File: config.mk
export PLATFORM = sky130hd
export DESIGN_NAME = mtx_encoder
export DESIGN_NICKNAME = d
export VERILOG_FILES = /design/src/rtl/mtx_pkg.sv /design/src/rtl/mtx_half_timer.sv /design/src/rtl/mtx_phase_ctrl.sv /design/src/rtl/mtx_line_coder.sv /design/src/rtl/mtx_encoder.sv
export SDC_FILE = /design/constraint.sdc
export NUM_CORES = 1
export LEC_CHECK = 0
export ABC_AREA = 1
export BUFFER_PORTS_ARGS = -buffer_cell sky130_fd_sc_hd__buf_4
export CAP_MARGIN = 20
export CORE_AREA = 2 2 39 41
export CTS_CLUSTER_DIAMETER = 150
export CTS_CLUSTER_SIZE = 8
export DETAILED_ROUTE_END_ITERATION = 10
export DIE_AREA = 0 0 41 43
export GPL_TIMING_DRIVEN = 0
export PLACE_DENSITY_LB_ADDON = 0.12
export SYNTH_ARGS = -nofsm -noshare
export SYNTH_HDL_FRONTEND = slang
export SYNTH_SLANG_ARGS = --single-unit
File: constraint.sdc
create_clock -name clk -period 2.19 [get_ports clk]
set_input_delay 0.219 -clock clk [delete_from_list [all_inputs] [get_ports clk]]
set_output_delay 0.219 -clock clk [all_outputs]
set_load 0.05 [all_outputs]
File: src/rtl/mtx_pkg.sv
package mtx_pkg;
   typedef enum logic {
      PH_FIRST  = 1'b0,
      PH_SECOND = 1'b1
   } mtx_phase_e;
endpackage

File: src/rtl/mtx_half_timer.sv
module mtx_half_timer #(
   parameter int unsigned HALF_CYCLES = 8
) (
   input  logic clk,
   input  logic rst_n,
   input  logic run,
   input  logic restart,
   output logic tick
);
   localparam int unsigned CNT_W = (HALF_CYCLES > 1) ? $clog2(HALF_CYCLES) : 1;
   localparam logic [CNT_W-1:0] LAST = CNT_W'(HALF_CYCLES - 1);

   generate
      if (HALF_CYCLES < 1) begin : g_bad_len
         $error("mtx_half_timer: HALF_CYCLES must be at least 1");
      end

      if (HALF_CYCLES == 1) begin : g_single
         // Every cycle closes a half-bit.
         assign tick = 1'b1;
      end else begin : g_count
         logic [CNT_W-1:0] cnt;

         always_ff @(posedge clk or negedge rst_n) begin
            if (!rst_n)                cnt <= '0;
            else if (!run)             cnt <= '0;
            else if (restart || tick)  cnt <= '0;
            else                       cnt <= cnt + 1'b1;
         end

         assign tick = (cnt == LAST);


         restart_gap_chk: assert property (@(posedge clk) disable iff (!rst_n)
            (run && restart) |=> !tick);
      end
   endgenerate
endmodule

File: src/rtl/mtx_phase_ctrl.sv
module mtx_phase_ctrl
   import mtx_pkg::*;
(
   input  logic       clk,
   input  logic       rst_n,
   input  logic       en,
   input  logic       tick,
   input  logic       din,
   output logic       start_bit,
   output logic       to_second,
   output logic       held,
   output logic       active,
   output mtx_phase_e phase
);
   always_ff @(posedge clk or negedge rst_n) begin
      if (!rst_n)   active <= 1'b0;
      else          active <= en;
   end

   assign start_bit = en && (!active || (tick && phase == PH_SECOND));
   assign to_second = en && active && tick && (phase == PH_FIRST);

   always_ff @(posedge clk or negedge rst_n) begin
      if (!rst_n) begin
         phase <= PH_FIRST;
         held  <= 1'b0;
      end else if (!en) begin
         phase <= PH_FIRST;
         held  <= 1'b0;
      end else if (start_bit) begin
         phase <= PH_FIRST;
         held  <= din;
      end else if (to_second) begin
         phase <= PH_SECOND;
      end
   end


   held_hold_chk: assert property (@(posedge clk) disable iff (!rst_n)
      (en && !start_bit) |=> $stable(held));


   phase_alt_chk: assert property (@(posedge clk) disable iff (!rst_n)
      (en && active && tick) |=> (phase != $past(phase)));
endmodule

File: src/rtl/mtx_line_coder.sv
module mtx_line_coder (
   input  logic clk,
   input  logic rst_n,
   input  logic en,
   input  logic start_bit,
   input  logic to_second,
   input  logic din,
   input  logic held,
   output logic line,
   output logic bclk
);
   always_ff @(posedge clk or negedge rst_n) begin
      if (!rst_n) begin
         line <= 1'b0;
         bclk <= 1'b0;
      end else if (!en) begin
         line <= 1'b0;
         bclk <= 1'b0;
      end else if (start_bit) begin
         line <= din;
         bclk <= 1'b1;
      end else if (to_second) begin
         line <= ~held;
         bclk <= 1'b0;
      end
   end


   idle_low_chk: assert property (@(posedge clk) disable iff (!rst_n)
      !en |=> (!line && !bclk));


   first_copy_chk: assert property (@(posedge clk) disable iff (!rst_n)
      start_bit |=> (line == $past(din)) && bclk);


   second_inv_chk: assert property (@(posedge clk) disable iff (!rst_n)
      to_second |=> (line == !$past(held)) && !bclk);


   half_steady_chk: assert property (@(posedge clk) disable iff (!rst_n)
      (en && !start_bit && !to_second) |=> ($stable(line) && $stable(bclk)));
endmodule

File: src/rtl/mtx_encoder.sv
module mtx_encoder
   import mtx_pkg::*;
#(
   parameter int unsigned HALF_CYCLES = 8
) (
   input  logic clk,
   input  logic rst_n,
   input  logic en,
   input  logic data_in,
   output logic manch_out,
   output logic bit_clk
);
   logic       tick;
   logic       start_bit;
   logic       to_second;
   logic       held;
   logic       active;
   mtx_phase_e phase;

   mtx_half_timer #(.HALF_CYCLES(HALF_CYCLES)) u_timer (
      .clk     (clk),
      .rst_n   (rst_n),
      .run     (en),
      .restart (start_bit),
      .tick    (tick)
   );

   mtx_phase_ctrl u_phase (
      .clk       (clk),
      .rst_n     (rst_n),
      .en        (en),
      .tick      (tick),
      .din       (data_in),
      .start_bit (start_bit),
      .to_second (to_second),
      .held      (held),
      .active    (active),
      .phase     (phase)
   );

   mtx_line_coder u_coder (
      .clk       (clk),
      .rst_n     (rst_n),
      .en        (en),
      .start_bit (start_bit),
      .to_second (to_second),
      .din       (data_in),
      .held      (held),
      .line      (manch_out),
      .bclk      (bit_clk)
   );


   bclk_phase_chk: assert property (@(posedge clk) disable iff (!rst_n)
      active |-> (bit_clk == (phase == PH_FIRST)));
endmodule

# Word level (Yosys, flattened, before mapping)
# Index checks and enable logic that the tools add are counted.
# totals
reg_bits,8
out_inout_bits,2
# op_classes
n_eq_ne,3
n_reduce_logical,8
addsub,1
bitwise_logic,2
muxes,13
# op_table
op,n
$mux W1,11
$mux W3,2
$logic_and A1 B1 Y1,5
$add A3 B1 Y3 const B,1
$eq A3 B3 Y1 const B,1
$ne A3 B1 Y1 const B,1
$logic_or A1 B1 Y1,2
$ne A2 B1 Y1 const B,1
$not A1 Y1,2
$logic_not A1 Y1,1

# Logic depth before layout (Yosys ltp)
# Gate-level depths: netlist of run 1.
# depth
ltp_word,7
mapped_depth,8
ltp_nobuf,8

# Modules after synthesis
# A second synthesis of run 1 with hierarchy kept.
# hier_totals
hier_cells,44
area_unflattened_um2,370.4
# by_module_without_submodules
module,instances,seq_area_each_um2,area_each_um2,cells_each
mtx_half_timer,1,75.1,137.6,15
mtx_phase_ctrl,1,75.1,131.4,14
mtx_line_coder,1,50.0,101.3,15

# Least setup slack after synthesis of run 1
# Ideal clock, no wire load.
# synth_path
kind,reg2reg
from,register u_timer.g_count.cnt[0]
to,register u_coder.line
slack_ns,0.988
arrival_ns,1.085
period_less_slack_ns,1.202
required_ns,2.072
path_stages_with_launch,9
cell_sequence,dfrtp_1 -> ha_1 -> ha_1 -> nand2_1 -> nand2_1 -> nand3_1 -> nand2_1 -> nand2_1 -> nand2_1
# synth_via
elab_chain_len,6
elab_cells_between_ends,9
# synth_lines
element,line_no,text
start: declaration,mtx_half_timer.sv:22,logic [CNT_W-1:0] cnt;
start signal: assignment,mtx_half_timer.sv:28,else cnt <= cnt + 1'b1;
$eq A3 B3 Y1 (*),mtx_half_timer.sv:31,assign tick = (cnt == LAST);
$logic_and A1 B1 Y1,mtx_phase_ctrl.sv:20,assign start_bit = en && (!active || (tick && phase == PH_SECOND));
$logic_or A1 B1 Y1,mtx_phase_ctrl.sv:20,
$logic_and A1 B1 Y1,mtx_phase_ctrl.sv:20,
$mux W1,mtx_line_coder.sv:19,end else if (start_bit) begin
$mux W1,mtx_line_coder.sv:16,end else if (!en) begin
end signal: assignment,mtx_line_coder.sv:20,line <= din;
end signal: assignment,mtx_line_coder.sv:23,line <= ~held;
end: declaration,mtx_line_coder.sv:9,"output logic line,"
# Mark *: on every way between the ends. The rest lies on a longest branch, timed or not.
# A chain may end at the register's enable or synchronous reset.

# Final worst setup path of run 1
# Same ends and word-level chain as after synthesis.

==> impl_metrics.yaml, run 1 <==
floorplan:
  start_util_pct: 23.78
  fp.dieH_um: 43
  ioPinCount: 6
  core_area_sq_um: 1384
  die_area_sq_um: 1763
  die_x_um: 41
  fp-row-count: 14
placement:
  dp_slack_ns: 0.8984
  gp_congestion: 0.5912
  dp.cells: 55
  placed_cell_area_sq_um: 386.6
  port_buffers: 5
  dp_hpwl_um: 405.2
cells_and_area:
  syn2layout_area_growth_pct: 27.38
  final_area_sq_um: 419.2
  drive_gt1_share_pct: 23.26
  diodes: 0
  nets: 51
  stdcell_count: 59
clocking:
  clock_latency_ns: 0.24
  htree_levels: 1
  numCtsBuffers: 3
  cts_resized: 0
  cts_tree: "done"
  cts_root_buf: "clkbuf_4"
  clkSinkCount: 8
  clock_path_buffers: 2
  cts.clk_slew.worst_paths_ns: 0.05
grt:
  grt_overflow_total: 0
  grt_pass1_vias: 207
  grt_usage_pct: 7.419
  grt_start_max_net_pins: 9
  antenna_found_initial: 0
  grt_pass1_wl_um: 828
setup_path:
  cpMostUsedCell: "nand2_1"
  r2r-end: "u_coder.line$_DFFE_PN0P_"
  cp.arrival_ns: 1.44
  crit_required_ns: 2.32
  crit_family: "simple AND/OR/NAND/NOR gates"
  max_stage_delay_ns: 0.38
  slowest_stage: "dfrtp_1"
  cp_cell_sequence: "ha_1 -> ha_1 -> nand2_1 -> nand2_1 -> nand3_1 -> nand2_1 -> nand2_1 -> nand2_1"
  critPathKind: "reg2reg"
  crit_fanout: 3
  r2r-start: "u_timer.g_count.cnt[0]$_DFF_PN0_"
  crit_buf_inv: 0
  startpoint: "u_timer.g_count.cnt[0]$_DFF_PN0_"
  start_kind: "flip-flop"
  worst_setup_path_end_kind: "flip-flop"
  rrSetupSlack_ns: 0.88
  r2r_cells: 8
routing:
  drtPass1Iterations: 4
  drt_wl_total_um: 519
  initialDrtViolationCount: 5
  via_per_inst: 4.085
  routed-wl-met3_um: 31
  wl_met1_um: 250
  topRoutingLayerUsed: "met4"
  ant_nets: 0
  drc: 0
  wl_met2_um: 230
  routedWlPerCell_um: 8.797
  vias: 241
worst_hold_path:
  hold_path_depth: 1
  hold_end: "u_phase.active$_DFF_PN0_"
  min_from: "en"
  hold_path.class: "in2reg"
yosys:
  synth_most_common_cell: "nand2_1"
  synth_cells: 34
  synth.lib_cells_used.distinct: 10
  yosys-top-cells-count: "10 x nand2_1, 8 x dfrtp_1, 4 x inv_1, 3 x nor2_1"
  ys.flop_type: "dfrtp_1"
  yosysTopAreaCellShare_pct: 60.84
  postSynthAreaPerCell_sq_um: 9.678
  synth-edff-count: 0
  synthesis.area_sq_um: 329.1
  yosysSeqAreaShare_pct: 60.84
  yosys-top-cells-area: "dfrtp_1 61%, nand2_1 11%, ha_1 7.6%, inv_1 4.6%, nor2_1 3.4%"
  postSynth.asyncResetShare_pct: 100.0
  yosys_warnings: 0
  ys_ff_latch: 8
  synth_area_leader_cell: "dfrtp_1"
  syn_nets: 40
sta:
  fmax_mhz: 762.2
  min_period_over_period_pct: 59.91
  max_slew_margin_pct: 90.68
  setup_viol: 0
  drv_slew: 0
  final_hold_viol_count: 0
  rsz0062_at_grt: "no"
  fin_ws_ns: 0.8780
  fin_crit_ns: 1.312
  fin_tns_setup_ns: 0
  worstMarginPinSlew_ns: 0.1384
  fin_skew_ns: 0.0006455
pwr:
  worst_ir_drop_vdd_v: 0.0002629
  power_leakage_nw: 0.2244
  powerDensity_nw_per_um2: 721.3
run_status:
  status: "finished, final reports clean"
flow_run:
  max_cap_viol_count: 0
-- cells in the final DEF, fill, tap and decap left out --
cell	Yosys	final
buf_4	0	5
nand3_2	1	1
clkbuf_4	0	3
nand2_1	10	10
nand4_1	1	1
inv_1	4	4
o21ai_0	2	2
nand3_1	2	2
dlygate4sd3_1	0	1
ha_1	2	2
dfrtp_1	8	8
inv_2	1	1
nor2_1	3	3
-- where the power goes --
group,switching (W),leakage [nW],internal [W]
sequential,0.00000354,0.105,0.000155
clock,0.0000426,0.0138,0.0000622
combinational,0.0000254,0.105,0.0000136
total,0.0000715,0.224,0.000231
-- how the worst max path moves through the flow --
stage | endpoint | slack (ns) | cells after the start
final | u_coder.line$_DFFE_PN0P_ | 0.88 | 8
after global routing | u_coder.line$_DFFE_PN0P_ | 0.74 | 8
after CTS | u_coder.line$_DFFE_PN0P_ | 0.88 | 8
after detailed placement | u_coder.line$_DFFE_PN0P_ | 0.90 | 8
after global placement | u_coder.line$_DFFE_PN0P_ | 0.91 | 8
after floorplan | u_coder.line$_DFFE_PN0P_ | 0.99 | 8
-- logic make-up after synthesis --
kind of cell | share of synthesized area (%)
buf+inv | 5.701
compound gates | 3.042
flops | 60.84
fa+ha+maj | 7.603
simple gates | 22.82
-- per-stage QoR --
| step | hold WS (ns) | total power (W) | utilization [%] |
|---|---|---|---|
| 6_report | 0.1319 | 0.0003023 | 30.29 |
| 5_1_grt | 0.1248 | 0.0003194 | 30.29 |
| 4_1_cts | 0.1204 | 0.0003087 | 30.29 |
| 3_5_place_dp | 0.04162 | 0.0001990 | 27.94 |
| 3_3_place_gp | 0.04044 | 0.0001984 | 27.94 |
| 2_1_floorplan | -0.07659 | 0.0001826 | - |
-- per-layer routing --
metal  up-vias  track usage, %
met5         -               0
met4         0           6.000
met3         2           3.141
met2         7           9.375
met1       105           9.365
li1        127               -
-- registers in the layout, summed over array words and instances (netlist names) --
signal and flops:
u_coder.line 1, u_phase.phase 1, u_timer.g_count.cnt 3, u_phase.active 1, u_coder.bclk 1, u_phase.held 1
-- timing repair --
item                      4_1_cts  5_1_grt
hold endpoints to repair        8        0
buffers inserted                0        0
hold buffers                    1        0
-- layout make-up --
class,instances,area [sq um]
inverter,5,18.77
clock buffer,3,22.52
timing repair buffer,6,47.55
sequential,8,200.2
tap,16,20.02
fill,145,964.7
multi-input combinational,21,110.1
Power figures use the tool's default switching activity.
==> run 2: changes to the inputs <==
Clock period 2.19 ns to 1.3 ns, I/O delays scaled along.
==> impl_metrics.yaml, run 2 (same netlist as run 1, synthesis figures left out) <==
run_status:
  status: "finished, final reports clean"
cells_and_area:
  diodes: 0
  multi_input_area_sq_um: 132.6
  regArea_sq_um: 200.2
  mostFrequentLayoutCells: "8 x nand2_1, 8 x dfrtp_1, 6 x buf_4"
  nets: 52
  largest_register_ffs: 3
  utilization_pct: 32.46
  stdcell_count: 60
  syn2layout_area_growth_pct: 36.50
  drive_gt1_share_pct: 38.64
  fillerInstances: 142
  top_register: "u_timer.g_count.cnt"
grt:
  grt_usage_pct: 7.419
  grt_overflow_total: 0
  grt_pass1_wl_um: 828
  grt_pass1_vias: 211
  grt_start_max_net_pins: 9
  antenna_found_initial: 0
clocking:
  cts_root_buf: "clkbuf_4"
  cts_tree: "done"
  clock_latency_ns: 0.24
  clkSinkCount: 8
  numCtsBuffers: 3
  clock_path_buffers: 2
  htree_levels: 1
  cts.clk_slew.worst_paths_ns: 0.05
setup_path:
  crit_fanout: 3
  cp.arrival_ns: 1.37
  slowest_stage: "dfrtp_1"
  worst_setup_path_end_kind: "flip-flop"
  startpoint: "u_timer.g_count.cnt[0]$_DFF_PN0_"
  critPathKind: "reg2reg"
  cp_cell_sequence: "ha_2 -> ha_2 -> nand2_2 -> nand2_2 -> nand3_2 -> nand2_1 -> nand2_1 -> nand2_1"
  start_kind: "flip-flop"
  cpMostUsedCell: "nand2_1"
  r2r-start: "u_timer.g_count.cnt[0]$_DFF_PN0_"
  crit_buf_inv: 0
  crit_required_ns: 1.43
  max_stage_delay_ns: 0.39
  crit_family: "flip-flops"
routing:
  ant_nets: 0
  drtPass1Iterations: 2
  drc: 0
  via_per_inst: 4.167
  routedWlPerCell_um: 9.950
  initialDrtViolationCount: 3
  vias: 250
  drt_wl_total_um: 597
sta:
  worstMarginPinSlew_ns: 0.1988
  fin_skew_ns: 0.001104
  fin_ws_ns: 0.05789
  fin_hold_ws_ns: 0.06054
  setup_viol: 0
  max_slew_margin_pct: 86.75
  final_hold_viol_count: 0
  fmax_mhz: 805.1
  drv_slew: 0
  fin_crit_ns: 1.242
  min_period_over_period_pct: 95.55
pwr:
  worst_ir_drop_vdd_v: 0.0004506
  power_leakage_nw: 0.2266
  powerDensity_nw_per_um2: 1153
placement:
  port_buffers: 5
  dp.cells: 55
  dp_slack_ns: 0.008357
  dp_hpwl_um: 405.2
  gp_congestion: 0.5912
worst_hold_path:
  min_from: "en"
  hold_path.class: "in2reg"
floorplan:
  fp.dieH_um: 43
  die_x_um: 41
  core_area_sq_um: 1384
  fp-row-count: 14
  start_util_pct: 23.78
  die_area_sq_um: 1763
  ioPinCount: 6
flow_run:
  max_cap_viol_count: 0
==> run 2: worst paths after layout <==
check / endpoint / slack, ns / cells past startpoint
worst max-delay path: u_coder.line$_DFFE_PN0P_ / 0.06 / 8
max in group asynchronous: u_coder.bclk$_DFFE_PN0P_ / 0.93 / 2
min in group asynchronous: u_phase.held$_DFFE_PN0N_ / 0.24 / 2
worst max register to register: u_coder.line$_DFFE_PN0P_ / 0.06 / 8
worst min-delay path: u_phase.active$_DFF_PN0_ / 0.06 / 1
worst min register to register: u_coder.line$_DFFE_PN0P_ / 0.48 / 2
==> run 2: per-stage QoR <==
| stage | TNS [ns] | instance area [sq um] | power [W] |
|---|---|---|---|
| after floorplan | 0 | 329.1 | 0.0003077 |
| after global placement | 0 | 386.6 | 0.0003342 |
| after detailed placement | 0 | 386.6 | 0.0003353 |
| after CTS | 0 | 421.7 | 0.0005201 |
| after global routing | -0.01753 | 449.2 | 0.0005452 |
| final | 0 | 449.2 | 0.0005177 |
==> run 2: final cells by class <==
class,instances,share of cell area (%)
sequential,8,44.57
multi-input combinational,21,29.53
timing repair buffer,7,12.26
clock buffer,3,5.014
tap,16,4.457
inverter,5,4.178
==> run 2: what timing repair did <==
| item | 4_1_cts | 5_1_grt |
|---|---|---|
| endpoints found under the setup margin | 1 | 4 |
| pin swaps | 1 | 1 |
| hold endpoints to repair | 8 | 0 |
| buffers inserted | 0 | 1 |
| hold buffers | 1 | 0 |
| resized for setup | 1 | 7 |
==> run 2: power breakdown <==
part / internal [W] / leakage [nW] / switching [W]
sequential: 0.000261 / 0.105 / 0.00000712
combinational: 0.0000268 / 0.108 / 0.0000451
clock: 0.000105 / 0.0138 / 0.0000729
==> run 2: per-layer routing <==
metal	share of wire, %	GRT usage [%]	vias up
met5	0	0	-
met4	1.0	6.000	0
met3	5.2	3.141	2
met2	49	9.688	5
met1	45	9.030	114
li1	-	-	129
==> run 2: worst register-to-register path, stage by stage, from the launching register on <==
cell     delay, ns
dfrtp_1       0.39
ha_2          0.19
ha_2          0.20
nand2_2       0.08
nand2_2       0.06
nand3_2       0.07
nand2_1       0.05
nand2_1       0.05
nand2_1       0.05
==> run 3: changes to the inputs <==
Settings changed: ABC_AREA 1 to not set.
==> impl_metrics.yaml, run 3 <==
cells_and_area:
  fillerInstances: 146
  diodes: 0
  drive_gt1_share_pct: 31.58
  utilization_pct: 33.91
  largest_register_ffs: 3
  mostFrequentLayoutCells: "8 x dfrtp_1, 5 x buf_4, 3 x nor2_1, 3 x clkbuf_4"
  top_register: "u_timer.g_count.cnt"
  nets: 46
  layout_commonest_cell: "dfrtp_1"
  syn2layout_area_growth_pct: 33.93
clocking:
  cts_root_buf: "clkbuf_4"
  clkSinkCount: 8
  clock_latency_ns: 0.26
  numCtsBuffers: 3
  cts.clk_slew.worst_paths_ns: 0.06
  htree_levels: 1
  clock_path_buffers: 2
  cts_tree: "done"
grt:
  grt_overflow_total: 0
  top_usage_layer: "met1"
  grt_use_met1_pct: 11.59
  grt_use_met3_pct: 4.712
  grt_pass1_wl_um: 952
  grt_usage_pct: 8.815
  use_met2_pct: 9.688
  grt_start_max_net_pins: 9
  grt_pass1_vias: 215
  antenna_found_initial: 0
yosys:
  yosysTopAreaCellShare_pct: 57.14
  postSynth.asyncResetShare_pct: 100.0
  postSynthAreaPerCell_sq_um: 11.68
  syn_nets: 36
  ys.flop_type: "dfrtp_1"
  yosysSeqAreaShare_pct: 57.14
  ys_ff_latch: 8
  synth_cells: 30
  synth_most_common_cell: "dfrtp_1"
  yosys-top-cells-area: "dfrtp_1 57%, ha_1 7.1%, and2_1 3.6%, a21boi_2 3.2%, buf_6 3.2%"
  synth.lib_cells_used.distinct: 17
  synthesis.area_sq_um: 350.3
  yosys-top-cells-count: "8 x dfrtp_1, 3 x nor2_1"
  yosys_warnings: 0
  synth-edff-count: 0
  synth_area_leader_cell: "dfrtp_1"
floorplan:
  core_area_sq_um: 1384
  fp.dieH_um: 43
  die_x_um: 41
  fp-row-count: 14
  start_util_pct: 25.32
  ioPinCount: 6
  die_area_sq_um: 1763
sta:
  fmax_mhz: 835.0
  drv_slew: 0
  final_hold_viol_count: 0
  setup_viol: 0
  fin_hold_ws_ns: 0.04972
  fin_ws_ns: 0.1023
  fin_skew_ns: 0.01175
  fin_tns_setup_ns: 0
  rsz0062_at_grt: "no"
  worstMarginPinSlew_ns: 0.2193
  fin_crit_ns: 1.198
  min_period_over_period_pct: 92.13
  max_slew_margin_pct: 85.34
routing:
  via_per_inst: 4.685
  vias: 253
  drt_wl_total_um: 662
  initialDrtViolationCount: 9
  drc: 0
  ant_nets: 0
  routedWlPerCell_um: 12.26
  drtPass1Iterations: 5
placement:
  dp_hpwl_um: 437.8
  gp_congestion: 0.6602
  dp_slack_ns: -0.04529
  port_buffers: 5
setup_path:
  critPathKind: "reg2reg"
  crit_family: "adder cells"
  worst_setup_path_end_kind: "flip-flop"
  cp.arrival_ns: 1.39
  crit_required_ns: 1.50
  max_stage_delay_ns: 0.38
  crit_buf_inv: 0
  crit_fanout: 8
  slowest_stage: "dfrtp_1"
  cp_cell_sequence: "ha_2 -> ha_4 -> nand3b_1 -> o311ai_4 -> nor2_1"
  start_kind: "flip-flop"
pwr:
  powerDensity_nw_per_um2: 1122
  power_leakage_nw: 0.2116
  finalPower_w: 0.0005266
  worst_ir_drop_vdd_v: 0.0004707
run_status:
  status: "finished, final reports clean"
worst_hold_path:
  hold_path.class: "in2reg"
flow_run:
  max_cap_viol_count: 0
-- run 3: layer usage --
metal,up-vias,part of all wire [%]
met5,-,0
met4,0,0.60
met3,2,5.6
met2,9,46
li1,121,-
met1,121,48
-- run 3: layout make-up --
type	instances	area [sq um]	area share [%]
sequential	8	200.2	42.67
multi-input combinational	20	175.2	37.33
timing repair buffer	6	47.55	10.13
clock buffer	3	22.52	4.800
tap	16	20.02	4.267
inverter	1	3.754	0.8000
-- run 3: cells by family after synthesis --
family	share of synthesized area, %
AOI/OAI and AO/OA	10.72
and+or+nand+nor	18.21
xor gates and xnor gates	2.500
adders and majority gates	7.142
buffers and inverters	4.284
DFF	57.14
-- run 3: worst paths after layout --
kind / start / slack, ns / depth (start not counted) / endpoint
worst min register to register: u_timer.g_count.cnt[0]$_DFF_PN0_ / 0.45 / 1 / u_timer.g_count.cnt[0]$_DFF_PN0_
worst max-delay path: u_timer.g_count.cnt[0]$_DFF_PN0_ / 0.10 / 5 / u_coder.line$_DFFE_PN0P_
max in group asynchronous: rst_n / 0.94 / 2 / u_timer.g_count.cnt[1]$_DFF_PN0_
min in group asynchronous: rst_n / 0.22 / 2 / u_coder.bclk$_DFFE_PN0P_
worst max register to register: u_timer.g_count.cnt[0]$_DFF_PN0_ / 0.10 / 5 / u_coder.line$_DFFE_PN0P_
worst min-delay path: en / 0.05 / 1 / u_phase.active$_DFF_PN0_
-- run 3: power breakdown --
group | switching (W) | internal [W]
combinational | 0.0000352 | 0.0000264
sequential | 0.00000826 | 0.000260
clock | 0.0000911 | 0.000106
total | 0.000135 | 0.000392
-- run 3: what timing repair did --
action	in CTS	in global routing
resized for setup	3	3
pin swaps	1	1
hold endpoints to repair	8	0
hold buffers	1	0
setup buffers	0	0
setup endpoints to repair	1	3
-- run 3: worst reg2reg max path: stages (launching register included) --
cell and delay (ns):
dfrtp_1 0.38, ha_2 0.20, ha_4 0.20, nand3b_1 0.14, o311ai_4 0.11, nor2_1 0.11
-- run 3: stage by stage --
step / cell area, sq um / instances
4_1_cts: 460.4 / 55
3_3_place_gp: 407.9 / 51
5_1_grt: 469.2 / 54
2_1_floorplan: 350.3 / 30
3_5_place_dp: 407.9 / 51
6_report: 469.2 / 54
